===== config.mk =====
export PLATFORM = sky130hd
export DESIGN_NAME = rx_ring_dma
export DESIGN_NICKNAME = d
export VERILOG_FILES = /design/src/rtl/rx_ring_dma.sv
export SDC_FILE = /design/constraint.sdc
export NUM_CORES = 1
export LEC_CHECK = 0
export BUFFER_PORTS_ARGS = -buffer_cell sky130_fd_sc_hd__buf_2
export CELL_PAD_IN_SITES_DETAIL_PLACEMENT = 1
export CELL_PAD_IN_SITES_GLOBAL_PLACEMENT = 2
export CORE_AREA = 10 10 186 188
export CTS_CLUSTER_SIZE = 12
export DETAILED_ROUTE_END_ITERATION = 16
export DIE_AREA = 0 0 196 198
export HOLD_SLACK_MARGIN = 0.08
export PLACE_DENSITY = 0.81
export SLEW_MARGIN = 25
export SYNTH_ARGS = -nofsm -noshare
export SYNTH_HDL_FRONTEND = slang
export SYNTH_SLANG_ARGS = --single-unit

===== constraint.sdc =====
create_clock -name clk -period 4.74 [get_ports clk]
set_clock_uncertainty 0.15 [all_clocks]
set_input_delay 0.948 -clock clk [delete_from_list [all_inputs] [get_ports clk]]
set_output_delay 0.948 -clock clk [all_outputs]
set_load 0.02 [all_outputs]

===== src/rtl/rx_ring_dma.sv =====
module rx_ring_dma #(
  parameter int AW = 32,
  parameter int PW = 8
) (
  input  logic          clk,
  input  logic          rst_n,
  input  logic          cmd_init,
  input  logic          cmd_off,
  input  logic [AW-1:0] cfg_ring_base,
  input  logic [PW-1:0] cfg_poll,
  input  logic          s_valid,
  input  logic [7:0]    s_data,
  input  logic          s_last,
  output logic          s_ready,
  output logic          mem_req,
  output logic          mem_we,
  output logic [AW-1:0] mem_addr,
  output logic [3:0]    mem_be,
  output logic [31:0]   mem_wdata,
  input  logic [31:0]   mem_rdata,
  input  logic          flag_clr_we,
  input  logic [2:0]    flag_clr,
  output logic [2:0]    irq_flags
);
  localparam int SZW = 22;
  localparam int CNTW = 17;

  typedef enum logic [2:0] {S_OFF, S_FETCH, S_CHECK, S_WAIT, S_RECV, S_WB, S_DROP} st_t;
  st_t st;

  logic [1:0]     fidx;
  logic [AW-1:0]  cur, nxt, bufa;
  logic           d_hold, d_ic, d_ieop;
  logic [SZW-1:0] d_size, cnt;
  logic [PW-1:0]  pollc;
  logic           ovf, drop;

  wire [AW-1:0] byte_addr = bufa + AW'(cnt);
  wire          full      = cnt == d_size;
  wire          hs        = s_valid && s_ready;
  wire          busy_desc = d_hold || mem_rdata[31];

  assign s_ready = (st == S_RECV) || (st == S_DROP);
  assign mem_req = (st == S_FETCH) || (st == S_WB) || (st == S_RECV && s_valid && !full);
  assign mem_we  = st != S_FETCH;

  always_comb begin
    mem_addr  = {byte_addr[AW-1:2], 2'b00};
    mem_be    = 4'b0001 << byte_addr[1:0];
    mem_wdata = {4{s_data}};
    if (st == S_FETCH) begin
      mem_addr = cur + AW'({fidx, 2'b00});
      mem_be   = 4'b0000;
    end else if (st == S_WB) begin
      mem_addr  = cur + AW'(12);
      mem_be    = 4'b1111;
      mem_wdata = {2'b11, !ovf, 12'b0, cnt[CNTW-1:0]};
    end else if (st != S_RECV) begin
      mem_be = 4'b0000;
    end
  end

  always_ff @(posedge clk) begin
    if (!rst_n) begin
      st     <= S_OFF;
      fidx   <= '0;
      cur    <= '0;
      nxt    <= '0;
      bufa   <= '0;
      d_hold <= 1'b0;
      d_ic   <= 1'b0;
      d_ieop <= 1'b0;
      d_size <= '0;
      cnt    <= '0;
      pollc  <= '0;
      ovf    <= 1'b0;
      drop   <= 1'b0;
    end else if (cmd_off) begin
      st <= S_OFF;
    end else if (cmd_init) begin
      cur  <= cfg_ring_base;
      fidx <= '0;
      st   <= S_FETCH;
    end else begin
      case (st)
        S_FETCH: begin
          case (fidx)
            2'd1: begin
              d_hold <= mem_rdata[31];
              d_ic   <= mem_rdata[30];
              d_ieop <= mem_rdata[29];
              d_size <= mem_rdata[SZW-1:0];
            end
            2'd2: nxt  <= mem_rdata[AW-1:0];
            2'd3: bufa <= mem_rdata[AW-1:0];
            default: ;
          endcase
          fidx <= fidx + 2'd1;
          if (fidx == 2'd3) st <= S_CHECK;
        end
        S_CHECK: begin
          if (busy_desc) begin
            pollc <= cfg_poll;
            st    <= S_WAIT;
          end else begin
            cnt  <= '0;
            ovf  <= 1'b0;
            drop <= 1'b0;
            st   <= S_RECV;
          end
        end
        S_WAIT: begin
          if (pollc == '0) begin
            fidx <= '0;
            st   <= S_FETCH;
          end else begin
            pollc <= pollc - 1'b1;
          end
        end
        S_RECV: begin
          if (hs) begin
            if (full) begin
              ovf  <= 1'b1;
              drop <= !s_last;
              st   <= S_WB;
            end else begin
              cnt <= cnt + 1'b1;
              if (s_last) st <= S_WB;
            end
          end
        end
        S_WB: begin
          cur  <= nxt;
          fidx <= '0;
          st   <= drop ? S_DROP : S_FETCH;
        end
        S_DROP: begin
          if (hs && s_last) begin
            fidx <= '0;
            st   <= S_FETCH;
          end
        end
        default: st <= S_OFF;
      endcase
    end
  end

  wire [2:0] flag_set = (st == S_WB) ? {ovf, d_ieop && !ovf, d_ic} : 3'b000;
  wire [2:0] flag_off = flag_clr_we ? flag_clr : 3'b000;

  always_ff @(posedge clk) begin
    if (!rst_n) irq_flags <= '0;
    else        irq_flags <= (irq_flags & ~flag_off) | flag_set;
  end
endmodule


==> flow_summary_export.csv <==
group,metric,value,unit
sta,hold_viol,0,
setup_path,worst_setup_path_start_kind,"flop",
logic_synthesis,synthCells,1321,
logic_synthesis,ys_seq_area_frac,0.321,
sta,fmax,221,MHz
grt,grt_max_degree,105,
pwr,powerDensity,267,nW/um^2
logic_synthesis,synth_edf_count,0,
route,met3WireLength,1150,um
setup_path,slowest_stage,"a2111oi_4",
logic_synthesis,ys_types,69,
floorplan,dieArea,38800,um^2
clock_tree,clock_sinks,161,
clock_tree,cts_max_level,4,
cells_and_area,stdcell_area,11900,um^2
floorplan,initial_utilization,0.323,
place,portBuffers,163,
sta,slew-limit-headroom,0.331,
cells_and_area,area_delta_synth_final,18.9,%
route,drcViolationCount,0,
logic_synthesis,yosys.area.top_type,"dfxtp_1",
place,gp_congestion,0.908,
setup_path,critPathKind,"flop to primary output",
setup_path,cpMostUsedCell,"buf_4",
logic_synthesis,ys_ff_latch,161,
place,dpl.cell_count,1828,
logic_synthesis,synth.avg_cell_area,7.59,um^2
clock_tree,clk-insertion-delay-late,430,ps
route,highest_layer,"met4",
setup_path,critPathMaxFanout,3,
logic_synthesis,syn_area,10000,um^2
run_status,status,"finished, final reports clean",
route,wl,37600,um
logic_synthesis,synth_top_flop_cell,"dfxtp_1",
logic_synthesis,synth_warnings,0,
logic_synthesis,synth_commonest_cells,"330 x nand2_1, 161 x dfxtp_1, 93 x a21boi_0",
sta,hold-worst-slack,313,ps
worst_hold_path,hold_path_class,"flop to flop",
grt,grt_pass1_wl,58600,um
clock_tree,cts_buffer_depth,2,
clock_tree,root_buffer,"clkbuf_16",
place,post-place-ws,232,ps
clock_tree,cts_buffers,17,
floorplan,die_w,196,um
sta,tightest_slew,997,ps
floorplan,rows,65,
logic_synthesis,synthesis.nets,1444,
grt,grt_overflow,0,
floorplan,dieHeight,198,um
cells_and_area,drive_gt1_frac,0.169,
route,routed-via-count,9688,
route,via_per_inst,5.20,
route,route.met2.wl,18500,um
sta,worst_slack,205,ps
pwr,p_leak,0.00496,uW
route,ant_nets,0,
grt,grt.total_usage,0.190,
floorplan,ioPinCount,164,
route,drt_iter0_drc,492,
setup_path,max_stage_delay,440,ps
logic_synthesis,ys_async_sr_fraction,0,
pwr,peakVddDrop,0.000227,V
setup_path,required,3640,ps
sta,setup_viol,0,
logic_synthesis,synth_top_area_frac,0.321,
cells_and_area,fin_cells,1863,
cells_and_area,nets,1571,
flow_run,cap_violations,0,
setup_path,crit_chain,"ha_4 -> inv_1 -> fa_1 -> and2b_2 -> o2111ai_4 -> a2111oi_4 -> nor4_2 -> o31ai_2 -> buf_4 -> buf_4 -> nand2_1 -> xnor2_1 -> a22o_1 -> buf_2",
clock_tree,cts_tree,"yes",
place,place_area,11200,um^2
cells_and_area,diodes,0,
setup_path,arrival,3440,ps
setup_path,crit_path_end_kind,"primary output",
sta,period_needed,4530,ps
grt,grt_pass1_vias,10143,
sta,slew_viol_final,0,
sta,period_share,0.957,
route,wire_per_inst,20.2,um
grt,antenna_found_initial,0,
route,wl_met1,17600,um
floorplan,core,31100,um^2
logic_synthesis,synthTopCellsByArea,"dfxtp_1 32%, nand2_1 12%, a21boi_0 7.0%",
clock_tree,clk_pin_slew,70,ps
logic_synthesis,synth_most_common_cell,"nand2_1",
place,place_hpwl,28800,um
sta,setup_tns,0,ps
route,drt_first_pass_iters,5,
## through the flow
stage	total power, uW	util
floorplan	1590	-
global placement	1720	0.360
detailed placement	1720	0.360
CTS	3230	0.381
global route	3310	0.384
finish	3190	0.384
## sequential cells by signal, indices dropped and copies added (netlist names)
register   count
d_hold         1
d_ieop         1
d_size        22
drop           1
bufa          32
d_ic           1
fidx           2
pollc          8
nxt           32
st             3
cur           32
cnt           22
irq_flags      3
ovf            1
## final timing paths
path / slack (ps) / startpoint / depth (start not counted) / endpoint
max: 210 / cnt[0] / 14 / mem_addr[28]
min: 310 / nxt[14] / 2 / nxt[14]
max reg2reg: 1320 / st[2] / 7 / cnt[6]
min reg2reg: 310 / nxt[14] / 2 / nxt[14]
## worst max-delay path: cells and delay by family (launching register included)
family / cells / cell delay (ps)
xor gates and xnor gates: 1 / 130
buffers and inverters: 4 / 510
DFF: 1 / 360
adders and majority gates: 2 / 550
and+or+nand+nor: 3 / 430
AOI/OAI and AO/OA: 4 / 1030
## timing repair
item,CTS,global route
gates resized for setup,1,14
endpoints found under the setup margin,5,8
buffers inserted,2,0
pin swaps,1,3
hold buffers,0,0
## routing by layer
layer	global-route usage	vias up
li1	-	4792
met1	0.242	4730
met2	0.331	143
met3	0.0267	23
met4	0.0424	0
met5	0	-
## power breakdown
part	total (uW)	switching [uW]	internal, uW
Sequential	1400	29.2	1370
Combinational	290	177	113
Clock	1500	623	876
## cells by family (layout without fill, tap and decap cells)
family | after synthesis | after routing | synth area share
XOR/XNOR | 87 | 87 | 0.0760
multiplexers | 38 | 38 | 0.0382
flip-flops | 161 | 161 | 0.321
adder cells (fa/ha/maj) | 33 | 33 | 0.0427
AND/OR/NAND/NOR | 557 | 557 | 0.247
buffers and inverters | 113 | 253 | 0.0442
AO/OA/AOI/OAI | 332 | 332 | 0.231
## cells in the final DEF, fill, tap and decap left out, drive strengths merged, types with 6 or more instances in the layout
cell / synthesis / routed
a21o: 10 / 10
nand2b: 12 / 12
clkbuf: 64 / 21
nand4: 21 / 21
and2: 15 / 15
a31oi: 9 / 9
nor4: 7 / 7
nor3: 23 / 23
nor2: 80 / 80
a211oi: 6 / 6
xor2: 30 / 30
o21bai: 6 / 6
a21boi: 93 / 93
o211a: 32 / 32
dfxtp: 161 / 161
nor2b: 9 / 9
xnor2: 57 / 57
a21oi: 72 / 72
ha: 31 / 31
nand2: 330 / 330
or3: 8 / 8
inv: 36 / 37
o21ai: 57 / 57
mux2i: 36 / 36
buf: 13 / 185
o31ai: 6 / 6
and3: 16 / 16
nand3: 23 / 23
## final cells by class
cell class | instances | area [um^2]
Clock buffer | 21 | 470
Timing Repair Buffer | 185 | 1000
Sequential cell | 161 | 3230
Tap cell | 402 | 503
Inverter | 36 | 135
Multi-Input combinational cell | 1047 | 6430
Fill cell | 3889 | 19100
Clock inverter | 11 | 153
Power figures use the tool's default switching activity.
